### src/rtl/ccmp_pkg.sv
// Shared constants for the cycle counter / compare timer block.
// Assumes a 2-bit register select: slots 0..2 are compare registers,
// select 3 is the live count.
package ccmp_pkg;
    localparam int              SEL_W     = 2;
    localparam int              MAX_CMP   = 3;
    localparam logic [SEL_W-1:0] SEL_COUNT = 2'd3;
endpackage

### src/rtl/cc_counter.sv
// Free-running step counter.
// Assumes step_en is at most one step per clock; wraps modulo 2^CNT_W.
module cc_counter #(
    parameter int CNT_W = 32
) (
    input  logic             clk,
    input  logic             rst_n,
    input  logic             step_en,
    output logic [CNT_W-1:0] cnt_q
);
    localparam logic [CNT_W-1:0] ONE = CNT_W'(1);

    // Advance the count on each reported step.
    always_ff @(posedge clk) begin
        if (!rst_n)       cnt_q <= '0;
        else if (step_en) cnt_q <= cnt_q + ONE;
    end

    AST_CNT_HOLD: assert property (@(posedge clk) disable iff (!rst_n)
        !step_en |=> $stable(cnt_q));
    AST_CNT_ADV: assert property (@(posedge clk) disable iff (!rst_n)
        step_en |=> (cnt_q == CNT_W'($past(cnt_q) + ONE)));
endmodule

### src/rtl/cc_slot.sv
// One compare slot: holds a compare value and flags the step that brings
// the count onto it. Equality with the next count is wrap-safe because
// the count moves by one per step. A write in the match cycle suppresses it.
module cc_slot #(
    parameter int CNT_W = 32
) (
    input  logic             clk,
    input  logic             rst_n,
    input  logic             step_en,
    input  logic [CNT_W-1:0] cnt_q,
    input  logic             wr_en,
    input  logic [CNT_W-1:0] wr_data,
    output logic [CNT_W-1:0] cmp_q,
    output logic             hit,
    output logic             pulse_q
);
    localparam logic [CNT_W-1:0] ONE = CNT_W'(1);
    logic [CNT_W-1:0] cnt_next;

    // Count value after this cycle's step.
    assign cnt_next = cnt_q + ONE;
    // Match on the step landing on the compare value, unless being rewritten.
    assign hit = step_en && !wr_en && (cnt_next == cmp_q);

    // Compare register reload.
    always_ff @(posedge clk) begin
        if (!rst_n)     cmp_q <= '0;
        else if (wr_en) cmp_q <= wr_data;
    end

    // Pulse in the cycle the count shows the compare value.
    always_ff @(posedge clk) begin
        if (!rst_n) pulse_q <= 1'b0;
        else        pulse_q <= hit;
    end

    AST_PULSE_SINGLE: assert property (@(posedge clk) disable iff (!rst_n)
        pulse_q |=> !pulse_q);
    AST_WRITE_NO_PULSE: assert property (@(posedge clk) disable iff (!rst_n)
        wr_en |=> !pulse_q);
endmodule

### src/rtl/cc_pending.sv
// Pending timer interrupt bits: set by comparator matches, cleared by
// compare writes. Clear takes precedence over set for the same bit.
module cc_pending #(
    parameter int NUM_IRQ = 8
) (
    input  logic               clk,
    input  logic               rst_n,
    input  logic [NUM_IRQ-1:0] set_v,
    input  logic [NUM_IRQ-1:0] clr_v,
    output logic [NUM_IRQ-1:0] pend_q
);
    // Update pending bits from matches and acknowledges.
    always_ff @(posedge clk) begin
        if (!rst_n) pend_q <= '0;
        else        pend_q <= (pend_q | set_v) & ~clr_v;
    end

    for (genvar b = 0; b < NUM_IRQ; b++) begin : g_chk
        AST_PEND_ONLY_ON_SET: assert property (@(posedge clk) disable iff (!rst_n)
            $rose(pend_q[b]) |-> $past(set_v[b]));
    end
endmodule

### src/rtl/cc_timer.sv
// Cycle counter with up to three compare timers, a register read/write
// port and a wake request. Assumes MAP0..MAP2 are distinct and below
// NUM_IRQ, and NUM_CMP is 0..3. Select 3 is the live count (read only).
module cc_timer #(
    parameter int CNT_W   = 32,
    parameter int NUM_CMP = 3,
    parameter int NUM_IRQ = 8,
    parameter int MAP0    = 0,
    parameter int MAP1    = 3,
    parameter int MAP2    = 6
) (
    input  logic               clk,
    input  logic               rst_n,
    input  logic               step_en,
    input  logic               wr_en,
    input  logic [1:0]         wr_sel,
    input  logic [CNT_W-1:0]   wr_data,
    input  logic [1:0]         rd_sel,
    output logic [CNT_W-1:0]   rd_data,
    input  logic               halted,
    output logic [2:0]         tmr_pulse,
    output logic [NUM_IRQ-1:0] irq_pend,
    output logic               wake
);
    import ccmp_pkg::*;

    logic [CNT_W-1:0]   cnt_q;
    logic [CNT_W-1:0]   cmp_q [MAX_CMP];
    logic [MAX_CMP-1:0] hit;
    logic [MAX_CMP-1:0] wr_slot;
    logic [NUM_IRQ-1:0] set_v;
    logic [NUM_IRQ-1:0] clr_v;

    cc_counter #(.CNT_W(CNT_W)) u_cnt (
        .clk(clk), .rst_n(rst_n), .step_en(step_en), .cnt_q(cnt_q)
    );

    for (genvar i = 0; i < MAX_CMP; i++) begin : g_slot
        localparam int M = (i == 0) ? MAP0 : (i == 1) ? MAP1 : MAP2;
        if (i < NUM_CMP) begin : g_on
            assign wr_slot[i] = wr_en && (wr_sel == SEL_W'(i));
            cc_slot #(.CNT_W(CNT_W)) u_slot (
                .clk(clk), .rst_n(rst_n), .step_en(step_en), .cnt_q(cnt_q),
                .wr_en(wr_slot[i]), .wr_data(wr_data), .cmp_q(cmp_q[i]),
                .hit(hit[i]), .pulse_q(tmr_pulse[i])
            );

            AST_PULSE_AT_MATCH: assert property (@(posedge clk) disable iff (!rst_n)
                tmr_pulse[i] |-> (cnt_q == cmp_q[i]));
            AST_PULSE_SETS_PEND: assert property (@(posedge clk) disable iff (!rst_n)
                tmr_pulse[i] |-> irq_pend[M]);
            AST_WRITE_CLEARS: assert property (@(posedge clk) disable iff (!rst_n)
                wr_slot[i] |=> !irq_pend[M]);
        end else begin : g_off
            assign wr_slot[i]   = 1'b0;
            assign cmp_q[i]     = '0;
            assign hit[i]       = 1'b0;
            assign tmr_pulse[i] = 1'b0;
        end
    end

    // Route each slot's match and acknowledge onto its interrupt number.
    always_comb begin
        set_v = '0;
        clr_v = '0;
        for (int i = 0; i < MAX_CMP; i++) begin
            int m;
            m = (i == 0) ? MAP0 : (i == 1) ? MAP1 : MAP2;
            if (i < NUM_CMP) begin
                set_v[m] = set_v[m] | hit[i];
                clr_v[m] = clr_v[m] | wr_slot[i];
            end
        end
    end

    cc_pending #(.NUM_IRQ(NUM_IRQ)) u_pend (
        .clk(clk), .rst_n(rst_n), .set_v(set_v), .clr_v(clr_v), .pend_q(irq_pend)
    );

    // Register read mux: count or a compare slot.
    always_comb begin
        if (rd_sel == SEL_COUNT) rd_data = cnt_q;
        else                     rd_data = cmp_q[rd_sel];
    end

    // Wake a halted core when any timer interrupt is pending.
    assign wake = halted && (|irq_pend);

    AST_WAKE_NEEDS_PEND: assert property (@(posedge clk) disable iff (!rst_n)
        wake |-> (halted && irq_pend != '0));
endmodule

### config.mk
export PLATFORM = sky130hd
export DESIGN_NAME = cc_timer
export DESIGN_NICKNAME = d
export VERILOG_FILES = /design/src/rtl/ccmp_pkg.sv /design/src/rtl/cc_counter.sv /design/src/rtl/cc_slot.sv /design/src/rtl/cc_pending.sv /design/src/rtl/cc_timer.sv
export SDC_FILE = /design/constraint.sdc
export NUM_CORES = 1
export LEC_CHECK = 0
export ABC_CLOCK_PERIOD_IN_PS = 4100
export CAP_MARGIN = 20
export CORE_ASPECT_RATIO = 1.1
export CORE_MARGIN = 2
export CORE_UTILIZATION = 60
export CTS_BUF_LIST = sky130_fd_sc_hd__clkbuf_8
export DETAILED_ROUTE_END_ITERATION = 6
export GPL_ROUTABILITY_DRIVEN = 0
export MAX_ROUTING_LAYER = met4
export PLACE_DENSITY = 0.83
export REMOVE_ABC_BUFFERS = 1
export SLEW_MARGIN = 25
export SYNTH_ARGS = -nofsm -noshare
export SYNTH_HDL_FRONTEND = slang
export SYNTH_SLANG_ARGS = --single-unit
### constraint.sdc
create_clock -name clk -period 4.1 [get_ports clk]
set_input_delay 0.41 -clock clk [delete_from_list [all_inputs] [get_ports clk]]
set_output_delay 0.41 -clock clk [all_outputs]
set_load 0.01 [all_outputs]
==> flow_summary.json <==
{
  "status": "complete, no violations",
  "clock_latency_ns": 0.46,
  "synth_ff_type": "dfxtp_1",
  "grt_pass1_vias": 7557,
  "drcViolationCount": 0,
  "holdPathStages": 2,
  "cts.sinks": 134,
  "ys_types": 74,
  "area_growth_syn_to_layout_pct": 13.71,
  "switching_share": 0.2481,
  "grt.overflow.total": 0,
  "clkTransAtPathRegs_ns": 0.07,
  "dieArea_um2": 15410,
  "num-nets-final": 1123,
  "wl_met2_um": 12340,
  "maxSlewViolCount": 0,
  "vias": 8163,
  "max-clock-path-buffers": 2,
  "leakage_nw": 3.382,
  "synthCells": 1058,
  "fin_crit_sh": 0.8856,
  "cp_max_fo": 10,
  "post_cts_buffers": 0,
  "crit_buf_inv": 0,
  "die_w_um": 118.6,
  "std_cell_rows": 46,
  "hp-class": "reg -> reg",
  "finClkSkew_ns": 0.01039,
  "cp_common_cell": "or4_1",
  "r2r_setup_slack_ns": 0.47,
  "rsz0062_at_grt": "false",
  "fillerInstances": 1186,
  "worst_pin_slew_ns": 0.8794,
  "power.internal_mw": 2.203,
  "synth_seq_cells": 134,
  "fp.dieH_um": 130.0,
  "hold_viol_final": 0,
  "syn_avg_cell_area_um2": 8.186,
  "hpwl_um": 17960,
  "hold-path-endpoint": "g_slot[2].g_on.u_slot.cmp_q[1]$_SDFFE_PN0P_",
  "cts_resized": 0,
  "combPwrFrac": 0.119,
  "rr_worst_depth": 9,
  "worstHoldStart": "g_slot[2].g_on.u_slot.cmp_q[1]$_SDFFE_PN0P_",
  "setup_viol": 0,
  "grt_pass1_wl_um": 40210,
  "drive_above_1_share": 0.09607,
  "m1WireLength_um": 9457,
  "p_sw_mw": 0.7269,
  "synth-edff-count": 0,
  "routed.top_layer": "met4",
  "cp-end-kind": "flip-flop",
  "worst_path_largest_cell_delay_ns": 0.56,
  "worstPathArrival_ns": 3.99,
  "syn_area_um2": 8661,
  "core_area_um2": 14270,
  "cts_tree": "done",
  "root_buffer": "clkbuf_8",
  "r2r_start": "u_cnt.cnt_q[0]$_SDFFE_PN0P_",
  "grt_max_degree": 63,
  "grt_usage": 0.3412,
  "ioPinCount": 85,
  "max_freq_mhz": 275.4,
  "via_per_inst": 6.348,
  "final_cell_area_um2": 9848,
  "numCtsBuffers": 17,
  "start_util": 0.6068,
  "first_pass_iters": 7,
  "routed-wl-met3_um": 2367,
  "period_minus_slack_ns": 3.631,
  "power_density_nw_per_um2": 297.5,
  "wl_um": 25200,
  "ys_async_sr_fraction": 0,
  "drtAntennaViolNets": 0,
  "cpLargestDelayFamily": "simple AND/OR/NAND/NOR gates",
  "cts_hold_buf": 0,
  "crit_type": "reg -> reg",
  "drt_iter0_markers": 901,
  "finalSetupTns_ns": 0,
  "placed_cell_area_um2": 9414,
  "rr_endpoint": "u_pend.pend_q[3]$_SDFF_PN0_",
  "power_frac_clock": 0.410,
  "cts_max_level": 4,
  "cap_violations": 0,
  "cp-start-kind": "flip-flop",
  "post_drt_wl_per_cell_um": 19.60,
  "slowest_stage": "dfxtp_1",
  "cp.required_ns": 4.46,
  "seqPwrFrac": 0.471,
  "antenna_found_initial": 0,
  "ir_drop_v": 0.0003209,
  "path_cells": "ha_1, nand3_2, or4_1, nor3_1, xnor3_1, nor4b_2, nand4b_1, or4_1, a211oi_2",
  "ys_seq_area_frac": 0.3097,
  "yosys_warnings": 0,
  "port_buffers": 79,
  "maxSlewHeadroom": 0.4138
}
cells in the final DEF, fill, tap and decap left out, types with 6 or more instances in the layout:
cell               n
nand2_1          245
dfxtp_1          134
a21oi_1          111
clkdlybuf4s50_1   77
xnor2_1           76
nor2_1            59
xor2_1            41
mux4_2            32
nand4_1           22
o21ai_0           20
clkbuf_8          20
inv_1             17
nand3_1           16
nor4_1            15
and3_1            14
buf_4             13
xnor3_1           12
nor3_1            12
nand2b_1          11
and4_1             8
or3_1              6
o2111ai_1          6
cell usage after synthesis, drive strengths merged, types with 3 or more instances:
cell type  count  share of area
nor3b          5         0.0043
or4            4         0.0035
nand3b         4         0.0035
and4           8         0.0081
clkbuf        61          0.026
nand3         18          0.012
nand2b        11         0.0079
or2            3         0.0022
a31oi          5         0.0036
o32ai          3         0.0030
xor2          41          0.041
inv           15         0.0065
mux2i          4         0.0046
a2111oi        5         0.0065
o21ai         20          0.012
and2           4         0.0029
xnor3         12          0.031
dfxtp        134           0.31
a211oi         4         0.0040
and3          14          0.010
nor4          19          0.019
nand2        245           0.11
nor2          61          0.027
o2111ai        6         0.0061
buf           33          0.023
a32oi          4         0.0040
nor4b          3         0.0045
nor3          12         0.0069
nand4         27          0.025
mux4          32          0.083
a21oi        111          0.064
o22ai          4         0.0029
o31ai          3         0.0026
o21a           3         0.0026
or3            6         0.0043
nor2b          5         0.0036
xnor2         77          0.079
metrics by stage:
step	setup WS, ns	power, mW	utilization	instances	hold slack (ns)
floorplan	0.9524	1.581	-	968	0.4463
global placement	0.7480	1.744	0.6595	1254	0.4599
detailed placement	0.5700	1.750	0.6595	1254	0.4632
CTS	0.5364	2.934	0.6898	1285	0.4869
global route	0.3013	3.026	0.6898	1285	0.5021
finish	0.4690	2.929	0.6900	1286	0.4869
cell families (layout without fill, tap and decap cells):
| group | after synthesis | after routing | share of synthesized area |
|---|---|---|---|
| adders and majority gates | 1 | 1 | 0.001444 |
| muxes | 37 | 37 | 0.08914 |
| and+or+nand+nor | 455 | 455 | 0.2566 |
| xor gates and xnor gates | 131 | 131 | 0.1541 |
| buffers and inverters | 110 | 141 | 0.05620 |
| other | 1 | 6 | 0.0004330 |
| DFF | 134 | 134 | 0.3097 |
| AOI/OAI and AO/OA | 189 | 189 | 0.1323 |
power groups by stage:
stage / combinational (mW) / sequential, mW / clock (mW)
after floorplan: 0.186 / 1.39 / 0
after global placement: 0.337 / 1.41 / 0
after detailed placement: 0.342 / 1.41 / 0
after CTS: 0.344 / 1.38 / 1.21
after global routing: 0.374 / 1.38 / 1.27
final: 0.349 / 1.38 / 1.20
layer usage:
layer	global-route usage	vias to the layer above
met1	0.4054	3850
met3	0.06643	107
met4	0.1548	0
met2	0.5656	487
met5	-	-
li1	-	3719
registers in the layout, indices dropped and copies added, names as in the netlist:
signal                      flops
g_slot.g_on.u_slot.cmp_q       96
g_slot.g_on.u_slot.pulse_q      3
u_pend.pend_q                   3
u_cnt.cnt_q                    32
final cells by class:
class,count,area [µm²],share of cell area
Antenna cell,1,2.502,0.0002541
Clock buffer,20,275.3,0.02795
Clock inverter,11,156.4,0.01588
Inverter,16,61.31,0.006225
Multi-Input combinational cell,818,5512,0.5596
Sequential cell,134,2683,0.2724
Tap cell,192,240.2,0.02439
Timing Repair Buffer,94,918.4,0.09325
worst max path at each step:
stage,cells past startpoint,startpoint,slack (ns),end
after global placement,9,u_cnt.cnt_q[0]$_SDFFE_PN0P_,0.75,u_pend.pend_q[3]$_SDFF_PN0_
after global routing,9,u_cnt.cnt_q[0]$_SDFFE_PN0P_,0.30,u_pend.pend_q[6]$_SDFF_PN0_
final,9,u_cnt.cnt_q[0]$_SDFFE_PN0P_,0.47,u_pend.pend_q[3]$_SDFF_PN0_
after floorplan,9,u_cnt.cnt_q[0]$_SDFFE_PN0P_,0.95,u_pend.pend_q[3]$_SDFF_PN0_
after CTS,9,u_cnt.cnt_q[0]$_SDFFE_PN0P_,0.54,u_pend.pend_q[3]$_SDFF_PN0_
after detailed placement,9,u_cnt.cnt_q[0]$_SDFFE_PN0P_,0.57,u_pend.pend_q[3]$_SDFF_PN0_
worst reg2reg max path, cell delays in order (launching register included):
cell      delay, ns
dfxtp_1        0.56
ha_1           0.37
nand3_2        0.26
or4_1          0.56
nor3_1         0.47
xnor3_1        0.21
nor4b_2        0.19
nand4b_1       0.13
or4_1          0.55
a211oi_2       0.23
Power figures use the tool's default switching activity.
